$ cat src/rtl/sb_pkg.sv
package sb_pkg;
  localparam int SB_NUM_FU = 4;
  typedef enum logic [1:0] {
    FU_INT = 2'd0,
    FU_ADD = 2'd1,
    FU_MUL = 2'd2,
    FU_DIV = 2'd3
  } fu_class_e;
endpackage

$ cat src/rtl/sb_pend_file.sv
module sb_pend_file #(
  parameter int NREG = 32,
  parameter int NFU  = 4,
  parameter int AW   = $clog2(NREG)
) (
  input  logic              clk,
  input  logic              rst_n,
  input  logic              set_en,
  input  logic [AW-1:0]     set_idx,
  input  logic [NFU-1:0]    wb_en,
  input  logic [NFU*AW-1:0] wb_dst,
  output logic [NREG-1:0]   pend_q
);
  logic [NREG-1:0] clr_mask;
  logic [NREG-1:0] set_mask;
  logic [NREG-1:0] pend_d;
  logic            pend_we;

  always_comb begin
    clr_mask = '0;
    for (int u = 0; u < NFU; u++) begin
      if (wb_en[u]) clr_mask[wb_dst[u*AW +: AW]] = 1'b1;
    end
    set_mask = '0;
    if (set_en) set_mask[set_idx] = 1'b1;
    pend_d    = (pend_q & ~clr_mask) | set_mask;
    pend_d[0] = 1'b0;
    pend_we   = set_en | (|wb_en);
  end

  always_ff @(posedge clk or negedge rst_n) begin
    if (!rst_n)       pend_q <= '0;
    else if (pend_we) pend_q <= pend_d;
  end

  a_r6_set_marks: assert property (@(posedge clk) disable iff (!rst_n)
    (set_en && set_idx != '0) |=> pend_q[$past(set_idx)]);

  a_r10_zero_clean: assert property (@(posedge clk) disable iff (!rst_n)
    !pend_q[0]);

  for (genvar u = 0; u < NFU; u++) begin : g_clr_chk
    a_r7_wb_clears: assert property (@(posedge clk) disable iff (!rst_n)
      (wb_en[u] && !(set_en && set_idx == wb_dst[u*AW +: AW]))
        |=> !pend_q[$past(wb_dst[u*AW +: AW])]);
  end
endmodule

$ cat src/rtl/sb_busy_ctrl.sv
module sb_busy_ctrl #(
  parameter int             NFU     = 4,
  parameter logic [NFU-1:0] NONPIPE = 4'b1000,
  parameter int             UW      = $clog2(NFU)
) (
  input  logic           clk,
  input  logic           rst_n,
  input  logic           set_en,
  input  logic [UW-1:0]  set_unit,
  input  logic [NFU-1:0] done,
  output logic [NFU-1:0] busy_q
);
  for (genvar u = 0; u < NFU; u++) begin : g_unit
    if (NONPIPE[u]) begin : g_np
      logic hit;
      logic busy_d;
      logic busy_we;
      always_comb begin
        hit     = set_en && (set_unit == UW'(u));
        busy_we = hit | done[u];
        busy_d  = hit;
      end
      always_ff @(posedge clk or negedge rst_n) begin
        if (!rst_n)       busy_q[u] <= 1'b0;
        else if (busy_we) busy_q[u] <= busy_d;
      end
      a_r11_busy_set: assert property (@(posedge clk) disable iff (!rst_n)
        hit |=> busy_q[u]);
      a_r11_busy_free: assert property (@(posedge clk) disable iff (!rst_n)
        (done[u] && !hit) |=> !busy_q[u]);
    end else begin : g_pipe
      assign busy_q[u] = 1'b0;
    end
  end
endmodule

$ cat src/rtl/sb_hazard_chk.sv
module sb_hazard_chk #(
  parameter int NREG = 32,
  parameter int NFU  = 4,
  parameter int AW   = $clog2(NREG),
  parameter int UW   = $clog2(NFU)
) (
  input  logic            dec_valid,
  input  logic [UW-1:0]   dec_unit,
  input  logic            dec_has_dst,
  input  logic [AW-1:0]   dec_dst,
  input  logic [AW-1:0]   dec_src1,
  input  logic [AW-1:0]   dec_src2,
  input  logic [NREG-1:0] pend,
  input  logic [NFU-1:0]  busy,
  output logic            issue,
  output logic            stall,
  output logic            mark_dst
);
  logic unit_blk, raw_blk, waw_blk, blocked, dst_live;

  always_comb begin
    dst_live = dec_has_dst && (dec_dst != '0);
    unit_blk = busy[dec_unit];
    raw_blk  = ((dec_src1 != '0) && pend[dec_src1]) ||
               ((dec_src2 != '0) && pend[dec_src2]);
    waw_blk  = dst_live && pend[dec_dst];
    blocked  = unit_blk | raw_blk | waw_blk;
    issue    = dec_valid && !blocked;
    stall    = dec_valid && blocked;
    mark_dst = issue && dst_live;
  end
endmodule

$ cat src/rtl/sb_issue_ctrl.sv
module sb_issue_ctrl
  import sb_pkg::*;
#(
  parameter int                   NREG    = 32,
  parameter int                   NFU     = SB_NUM_FU,
  parameter logic [SB_NUM_FU-1:0] NONPIPE = 4'b1000,
  parameter int                   AW      = $clog2(NREG),
  parameter int                   UW      = $clog2(SB_NUM_FU)
) (
  input  logic              clk,
  input  logic              rst_n,
  input  logic              dec_valid,
  input  logic [UW-1:0]     dec_unit,
  input  logic              dec_has_dst,
  input  logic [AW-1:0]     dec_dst,
  input  logic [AW-1:0]     dec_src1,
  input  logic [AW-1:0]     dec_src2,
  input  logic [NFU-1:0]    wb_en,
  input  logic [NFU*AW-1:0] wb_dst,
  input  logic [NFU-1:0]    fu_done,
  output logic              dec_issue,
  output logic              dec_stall,
  output logic [NREG-1:0]   pend_vec,
  output logic [NFU-1:0]    busy_vec
);
  logic mark_dst;

  sb_hazard_chk #(.NREG(NREG), .NFU(NFU), .AW(AW), .UW(UW)) u_chk (
    .dec_valid(dec_valid), .dec_unit(dec_unit), .dec_has_dst(dec_has_dst),
    .dec_dst(dec_dst), .dec_src1(dec_src1), .dec_src2(dec_src2),
    .pend(pend_vec), .busy(busy_vec),
    .issue(dec_issue), .stall(dec_stall), .mark_dst(mark_dst)
  );

  sb_pend_file #(.NREG(NREG), .NFU(NFU), .AW(AW)) u_pend (
    .clk(clk), .rst_n(rst_n), .set_en(mark_dst), .set_idx(dec_dst),
    .wb_en(wb_en), .wb_dst(wb_dst), .pend_q(pend_vec)
  );

  sb_busy_ctrl #(.NFU(NFU), .NONPIPE(NONPIPE), .UW(UW)) u_busy (
    .clk(clk), .rst_n(rst_n), .set_en(dec_issue), .set_unit(dec_unit),
    .done(fu_done), .busy_q(busy_vec)
  );

  a_r12_exclusive: assert property (@(posedge clk) disable iff (!rst_n)
    !(dec_issue && dec_stall));
  a_r12_idle_quiet: assert property (@(posedge clk) disable iff (!rst_n)
    !dec_valid |-> !(dec_issue || dec_stall));
  a_r2_unit_busy: assert property (@(posedge clk) disable iff (!rst_n)
    (dec_valid && busy_vec[dec_unit]) |-> dec_stall);
  a_r3_raw_hold: assert property (@(posedge clk) disable iff (!rst_n)
    (dec_valid && dec_src1 != '0 && pend_vec[dec_src1]) |-> dec_stall);
  a_r4_waw_hold: assert property (@(posedge clk) disable iff (!rst_n)
    (dec_valid && dec_has_dst && dec_dst != '0 && pend_vec[dec_dst]) |-> dec_stall);
  a_r9_nodst_quiet: assert property (@(posedge clk) disable iff (!rst_n)
    (dec_issue && !dec_has_dst && !(|wb_en)) |=> $stable(pend_vec));
endmodule

$ cat config.mk
export PLATFORM = sky130hd
export DESIGN_NAME = sb_issue_ctrl
export DESIGN_NICKNAME = d
export VERILOG_FILES = /design/src/rtl/sb_pkg.sv /design/src/rtl/sb_pend_file.sv /design/src/rtl/sb_busy_ctrl.sv /design/src/rtl/sb_hazard_chk.sv /design/src/rtl/sb_issue_ctrl.sv
export SDC_FILE = /design/constraint.sdc
export NUM_CORES = 1
export LEC_CHECK = 0
export ABC_AREA = 1
export CAP_MARGIN = 15
export CORE_MARGIN = 5
export CORE_UTILIZATION = 55
export CTS_CLUSTER_SIZE = 10
export DETAILED_ROUTE_END_ITERATION = 10
export PLACE_DENSITY = 0.93
export SLEW_MARGIN = 20
export SYNTH_ARGS = -nofsm -noshare
export SYNTH_HDL_FRONTEND = slang
export SYNTH_HIERARCHICAL = 1
export SYNTH_SLANG_ARGS = --single-unit
$ cat constraint.sdc
create_clock -name clk -period 3 [get_ports clk]
set_input_delay 0.3 -clock clk [delete_from_list [all_inputs] [get_ports clk]]
set_output_delay 0.3 -clock clk [all_outputs]
set_load 0.01 [all_outputs]
Yosys cells after proc, flatten, opt, wreduce, memory -nomap -nowiden
Index checks and enable logic that the tools add are counted.

Logic and storage cells: 68. Flip-flop bits (word level): 32. Bits of input ports: 49. Memories kept: 0. Output and inout port bits: 38. RAM bits: 0. Latch bits: 0. Bits in read-only memories: 0.

Reduce and logical (&&, ||, !) cells: 19. $add $sub $neg: 0. Order comparisons: 13. Multiply operators: 0. Multiplexer cells: 23. Shift-type cells: 0. Bitwise gates (word level): 10. Divide/modulo/power cells: 0. Eq/ne operators: 1.

Operator list (number): 32-bit 2-to-1 mux (5); 32-bit OR (4); 5-bit by 6-bit less-than comparator with 1-bit output (second input constant) (7); 32-bit bitwise AND (1); 32-bit NOT (1); 1-bit demux with 5-bit select (5); 5-bit by 1-bit >= comparator with 1-bit output (second input constant) (5); 1-bit binary-select mux with 5-bit select (3); 5-bit nonzero test (3); 1-bit logical AND (13); 1-bit 2-to-1 mux (9); 1-bit OR (4); 4-bit OR reduction (1); 2-bit by 3-bit less-than comparator with 1-bit output (second input constant) (1); 1-bit binary-select mux with 2-bit select (1); 2-bit equality test (second input constant) (1); 1-bit logical NOT (1); 1-bit logical OR (1).

Depth between registers and ports, before layout
Word-level depth: 14. Gate-level depth with buffers: 18.

By module
The synthesis kept the hierarchy.

By module, submodules not included: sb_pend_file (area each 2442.3 um^2, sequential area each 775.7 um^2, instances 1, cells each 415); sb_hazard_chk (area each 1249.9 um^2, sequential area each 0.0 um^2, instances 1, cells each 267); sb_busy_ctrl (area each 67.6 um^2, sequential area each 25.0 um^2, instances 1, cells each 9).

Worst setup path before layout
OpenSTA, ideal clock, no wires.

Path kind: input to register. Start point: input port dec_src1[0]. End point: register u_pend.pend_q[12]. Cell stages on the path: 15. Setup slack: 1.158 ns. Library setup time: 0.065 ns. Path buffers: 2. Arrival time: 1.776 ns. Cell sequence: buf_6 -> buf_6 -> o211ai_2 -> nand3_1 -> nand3_1 -> nand2_1 -> nand2_4 -> nand2_1 -> nor2_2 -> nand3_2 -> nor2_2 -> inv_1 -> nor3_2 -> nand2_1 -> nand2_1.

Longest elaborated chain between the ends: 11.

Ends and longest elaborated chain: start: declaration (line sb_issue_ctrl.sv:16) `input logic [AW-1:0] dec_src1,`; 1-bit binary-select mux with 5-bit select (line sb_hazard_chk.sv:24) `raw_blk = ((dec_src1 != '0) && pend[dec_src1]) ||`; 1-bit 2-to-1 mux (not written as such) (line sb_hazard_chk.sv:24); 1-bit logical AND (*) (line sb_hazard_chk.sv:24); 1-bit logical OR (*) (line sb_hazard_chk.sv:24); 1-bit OR (*) (2 in a row) (line sb_hazard_chk.sv:27) `blocked = unit_blk | raw_blk | waw_blk;`; 1-bit logical NOT (*) (line sb_hazard_chk.sv:28) `issue = dec_valid && !blocked;`; 1-bit logical AND (*) (line sb_hazard_chk.sv:28); 1-bit logical AND (*) (line sb_hazard_chk.sv:30) `mark_dst = issue && dst_live;`; named net mark_dst (line sb_issue_ctrl.sv:26) `logic mark_dst;`; 32-bit 2-to-1 mux (line sb_pend_file.sv:25) `if (set_en) set_mask[set_idx] = 1'b1;`; 32-bit OR (line sb_pend_file.sv:26) `pend_d = (pend_q & ~clr_mask) | set_mask;`; end signal: assignment (line sb_pend_file.sv:33) `else if (pend_we) pend_q <= pend_d;`; end: declaration (line sb_pend_file.sv:12) `output logic [NREG-1:0] pend_q`.

The timed path passes the listed nets; every way through them passes the cells marked *. The select of a mux whose other input is x is not followed. A chain may end at the register's enable or synchronous reset.

Worst setup path in the final report
Start point: input port dec_dst[0]. End point: output port dec_issue.

Longest elaborated chain between the ends: 6.

Ends and longest elaborated chain: start: declaration (line sb_issue_ctrl.sv:15) `input logic [AW-1:0] dec_dst,`; 1-bit binary-select mux with 5-bit select or 5-bit nonzero test (tied branches) (line sb_hazard_chk.sv:26, sb_hazard_chk.sv:22); 1-bit 2-to-1 mux (not written as such) or 1-bit logical AND (tied branches) (line sb_hazard_chk.sv:26, sb_hazard_chk.sv:22); 1-bit logical AND (*) (line sb_hazard_chk.sv:26) `waw_blk = dst_live && pend[dec_dst];`; 1-bit OR (*) (line sb_hazard_chk.sv:27); 1-bit logical NOT (*) (line sb_hazard_chk.sv:28); 1-bit logical AND (*) (line sb_hazard_chk.sv:28); end: declaration (line sb_issue_ctrl.sv:21) `output logic dec_issue,`.

Every way passes the cells marked *; elsewhere a longest branch is shown, timed or not. The select of a mux whose other input is x is not followed.

==> impl_metrics.env <==
export IMPL_result_of_the_run="finished, final reports clean"
export IMPL_finalCritPeriodShare_pct=96.60
export IMPL_first_global_vias=4430
export IMPL_fmaxAchievable_mhz=345.1
export IMPL_postRouteAntennaNets=0
export IMPL_report_final_setup_viol=0
export IMPL_design_area_um2=4771
export IMPL_cell_seen_most_often_among_critical_path_stages="sky130_fd_sc_hd__nand2_1"
export IMPL_power_per_cell_area_nw_per_um2=281.8
export IMPL_n_antenna_cell=0
export IMPL_crit_path_end_kind="primary output"
export IMPL_worst_r2r_endpoint="u_pend/pend_q[10]$_DFFE_PN0P_"
export IMPL_grt_overflow=0
export IMPL_track_usage_pct=32.28
export IMPL_synth_ff_latch_count=32
export IMPL_synth_sequential_area_ratio_pct=21.30
export IMPL_floorplan_initialDensity_pct=55.96
export IMPL_post_drt_via_cell_ratio=5.826
export IMPL_io_buffer_count=79
export IMPL_synth_largest_type_area_fraction_pct=21.30
export IMPL_report_power_total_uw=1345
export IMPL_area_of_the_multi_input_gates_um2=2559
export IMPL_rsz_0062_raised_after_global_routing="false"
export IMPL_wire_length_of_the_first_global_routing_pass_um=22050
export IMPL_final_seq_area_um2=800.8
export IMPL_dp_hpwl_um=11070
export IMPL_timing_worst_slew_pin_value_ns=0.5687
export IMPL_critical_path_reg2reg_startpoint="u_pend/pend_q[2]$_DFFE_PN0P_"
export IMPL_worst_path_max_delay_cell="sky130_fd_sc_hd__clkdlybuf4s50_1"
export IMPL_floorplan_die_area_um2=8590
export IMPL_areaGrowthSynthToFinish_pct=26.89
export IMPL_crit_path_max_incr_delay_ns=0.63
export IMPL_final_setup_tns_ns=0
export IMPL_finalCoreUtilization_pct=71.01
export IMPL_placeableCoreArea_um2=6719
export IMPL_ys_warnings_count=6
export IMPL_num_vias=5022
export IMPL_post_synthesis_cell_area_um2=3760
export IMPL_grt_max_degree=33
export IMPL_num_rows=30
export IMPL_wl_um=14020
export IMPL_clk_pin_slew_worst_paths_ns=0.07
export IMPL_detailedRoute_firstPassIterationCount=6
export IMPL_slew_headroom_pct=61.80
export IMPL_cts_buffer_count=5
export IMPL_floorplan_io_pins=87
export IMPL_min_delay_path_class="in -> async"
export IMPL_layout_drive_gt1_share_pct=11.00
export IMPL_ctsHoldBuffers=0
export IMPL_worstPathCellList="clkdlybuf4s50_1 > inv_2 > nand2_2 > nand2_1 > nand2_1 > nand2_1 > nor2_1 > nand2_1 > nand3_2 > nand2_2 > a21oi_2 > nand3_2 > inv_1 > clkdlybuf4s50_1"
export IMPL_gp_routability_congestion=0.9339
export IMPL_cp_max_fo=11
export IMPL_final_cell_count_without_fillers=862
export IMPL_synthDistinctLibCells=27
export IMPL_ctsHtreeMaxLevel=2
export IMPL_setup_crit_start_kind="input port"
export IMPL_layout_common_cells="198 x sky130_fd_sc_hd__nand2_1, 195 x sky130_fd_sc_hd__nor2_1, 105 x sky130_fd_sc_hd__nand3_1, 79 x sky130_fd_sc_hd__clkdlybuf4s50_1, 45 x sky130_fd_sc_hd__inv_1"
export IMPL_max_clock_path_buffers=2
export IMPL_post_synth_cell_area_avg_um2=5.441
export IMPL_source_to_sink_clock_delay_at_the_later_pin_of_the_worst_skew_pair_ns=0.29
export IMPL_netlist_instances=691
export IMPL_final_net_count=830
export IMPL_buffers_and_inverters_on_the_worst_path=4
export IMPL_fin_worst_skew_ns=0.007627
export IMPL_setup_reg_to_reg_worst_slack_ns=0.70
export IMPL_power_leakage_uw=0.002188
export IMPL_cap_viol_max_count=0
export IMPL_final_common_cell="sky130_fd_sc_hd__nand2_1"
export IMPL_post_cts_resized=0
export IMPL_nFillCells=608
export IMPL_die_width_um=92.68
export IMPL_cts_setup_buffers=0
export IMPL_synth_area_top_cells="sky130_fd_sc_hd__dfrtp_1 21%, sky130_fd_sc_hd__nand2_1 20%, sky130_fd_sc_hd__nor2_1 19%"
export IMPL_avgRoutedWirePerCell_um=16.27
export IMPL_first_iter_violations=629
export IMPL_clock_sinks=32
export IMPL_timing_setup_critical_path_class="in -> out"
export IMPL_critical_path_top_delay_family="buffers and inverters"
export IMPL_layout_min_cycle_time_ns=2.898
export IMPL_finalHoldViolCount=0
export IMPL_die_height_um=92.68
export IMPL_dpl_instance_area_um2=4656
export IMPL_drc_errors=0
export IMPL_crit_required_ns=2.70
export IMPL_arrival_ns=2.60
export IMPL_clock_tree_root_cell="sky130_fd_sc_hd__clkbuf_8"
export IMPL_ff2ff_path_depth=17
export IMPL_vdd_ir_drop_worst_uv=315.7
export IMPL_grt_antenna_before_repair=0
export IMPL_place_detailed_instances=854
export IMPL_synthDominantAreaCellType="sky130_fd_sc_hd__dfrtp_1"
export IMPL_cts_tree="done"
export IMPL_drv_slew=0
## synth_stat cells
master                     count
sky130_fd_sc_hd__nor2_2        5
sky130_fd_sc_hd__buf_2         2
sky130_fd_sc_hd__dfrtp_1      32
sky130_fd_sc_hd__nand2_4       1
sky130_fd_sc_hd__o211ai_2      3
sky130_fd_sc_hd__nor3_2        7
sky130_fd_sc_hd__buf_6         6
sky130_fd_sc_hd__a21boi_1      1
sky130_fd_sc_hd__o211ai_1      6
sky130_fd_sc_hd__inv_2        26
sky130_fd_sc_hd__nand3_2      13
sky130_fd_sc_hd__o21ai_1       7
sky130_fd_sc_hd__nor3_1        2
sky130_fd_sc_hd__nor3_4        2
sky130_fd_sc_hd__nand3_1     105
sky130_fd_sc_hd__a31oi_1       1
sky130_fd_sc_hd__buf_4         8
sky130_fd_sc_hd__nor2_1      195
sky130_fd_sc_hd__a21oi_1      11
sky130_fd_sc_hd__inv_1        45
sky130_fd_sc_hd__nand2_1     198
sky130_fd_sc_hd__conb_1        2
sky130_fd_sc_hd__a32o_1        1
sky130_fd_sc_hd__nand2_2       2
sky130_fd_sc_hd__a21oi_2       1
sky130_fd_sc_hd__o21ai_0       8
sky130_fd_sc_hd__clkinv_1      1
## cell families (layout without fill, tap and decap cells)
group / count (synthesis) / in the layout / synth area share [%]
other cells: 2 / 4 / 0.1997
flops: 32 / 32 / 21.30
buf+inv: 88 / 177 / 10.85
compound gates: 39 / 39 / 6.523
simple gates: 530 / 530 / 61.13
## layer usage
| layer | track usage (%) | wire length, um | vias to the layer above |
|---|---|---|---|
| met4 | 13.06 | 481 | 0 |
| met3 | 5.118 | 1569 | 44 |
| li1 | - | - | 2359 |
| met5 | 0 | 0 | - |
| met1 | 43.81 | 5652 | 2273 |
| met2 | 51.18 | 6320 | 346 |
## power breakdown
part / internal [uW] / total [uW] / leakage [uW] / switching (uW)
Combinational: 181 / 450 / 0.00169 / 269
Clock: 246 / 414 / 0.0000541 / 169
Sequential: 450 / 480 / 0.000444 / 30.5
## worst max-delay path by stage
stage | from | to | slack (ns) | cells past startpoint
after floorplan | dec_src1[0] | u_pend/pend_q[12]$_DFFE_PN0P_ | 1.16 | 15
after global placement | dec_dst[0] | dec_issue | 0.22 | 14
after detailed placement | dec_dst[0] | dec_issue | 0.17 | 14
after CTS | dec_dst[0] | dec_issue | 0.15 | 14
after global routing | dec_dst[0] | dec_issue | 0.03 | 11
final | dec_dst[0] | dec_issue | 0.10 | 14
## state kept, by name (all words and copies together) (netlist names)
register       count
u_busy/busy_q      1
u_pend/pend_q     31
## stage by stage
step | hold WS [ns] | setup WS, ns
floorplan | 0.004409 | 1.158
global placement | 0.4993 | 0.2180
detailed placement | 0.4977 | 0.1651
CTS | 0.4225 | 0.1501
global route | 0.4518 | 0.02589
finish | 0.4118 | 0.1021
## area by class of cell
class	count	share of cell area, %
sequential	32	16.78
clock inverter	3	0.8917
clock buffer	5	1.442
tap	80	2.098
inverter	72	5.665
multi-input combinational	573	53.63
timing repair buffer	97	19.49
Note: power is estimated with default switching activity, not from simulation.
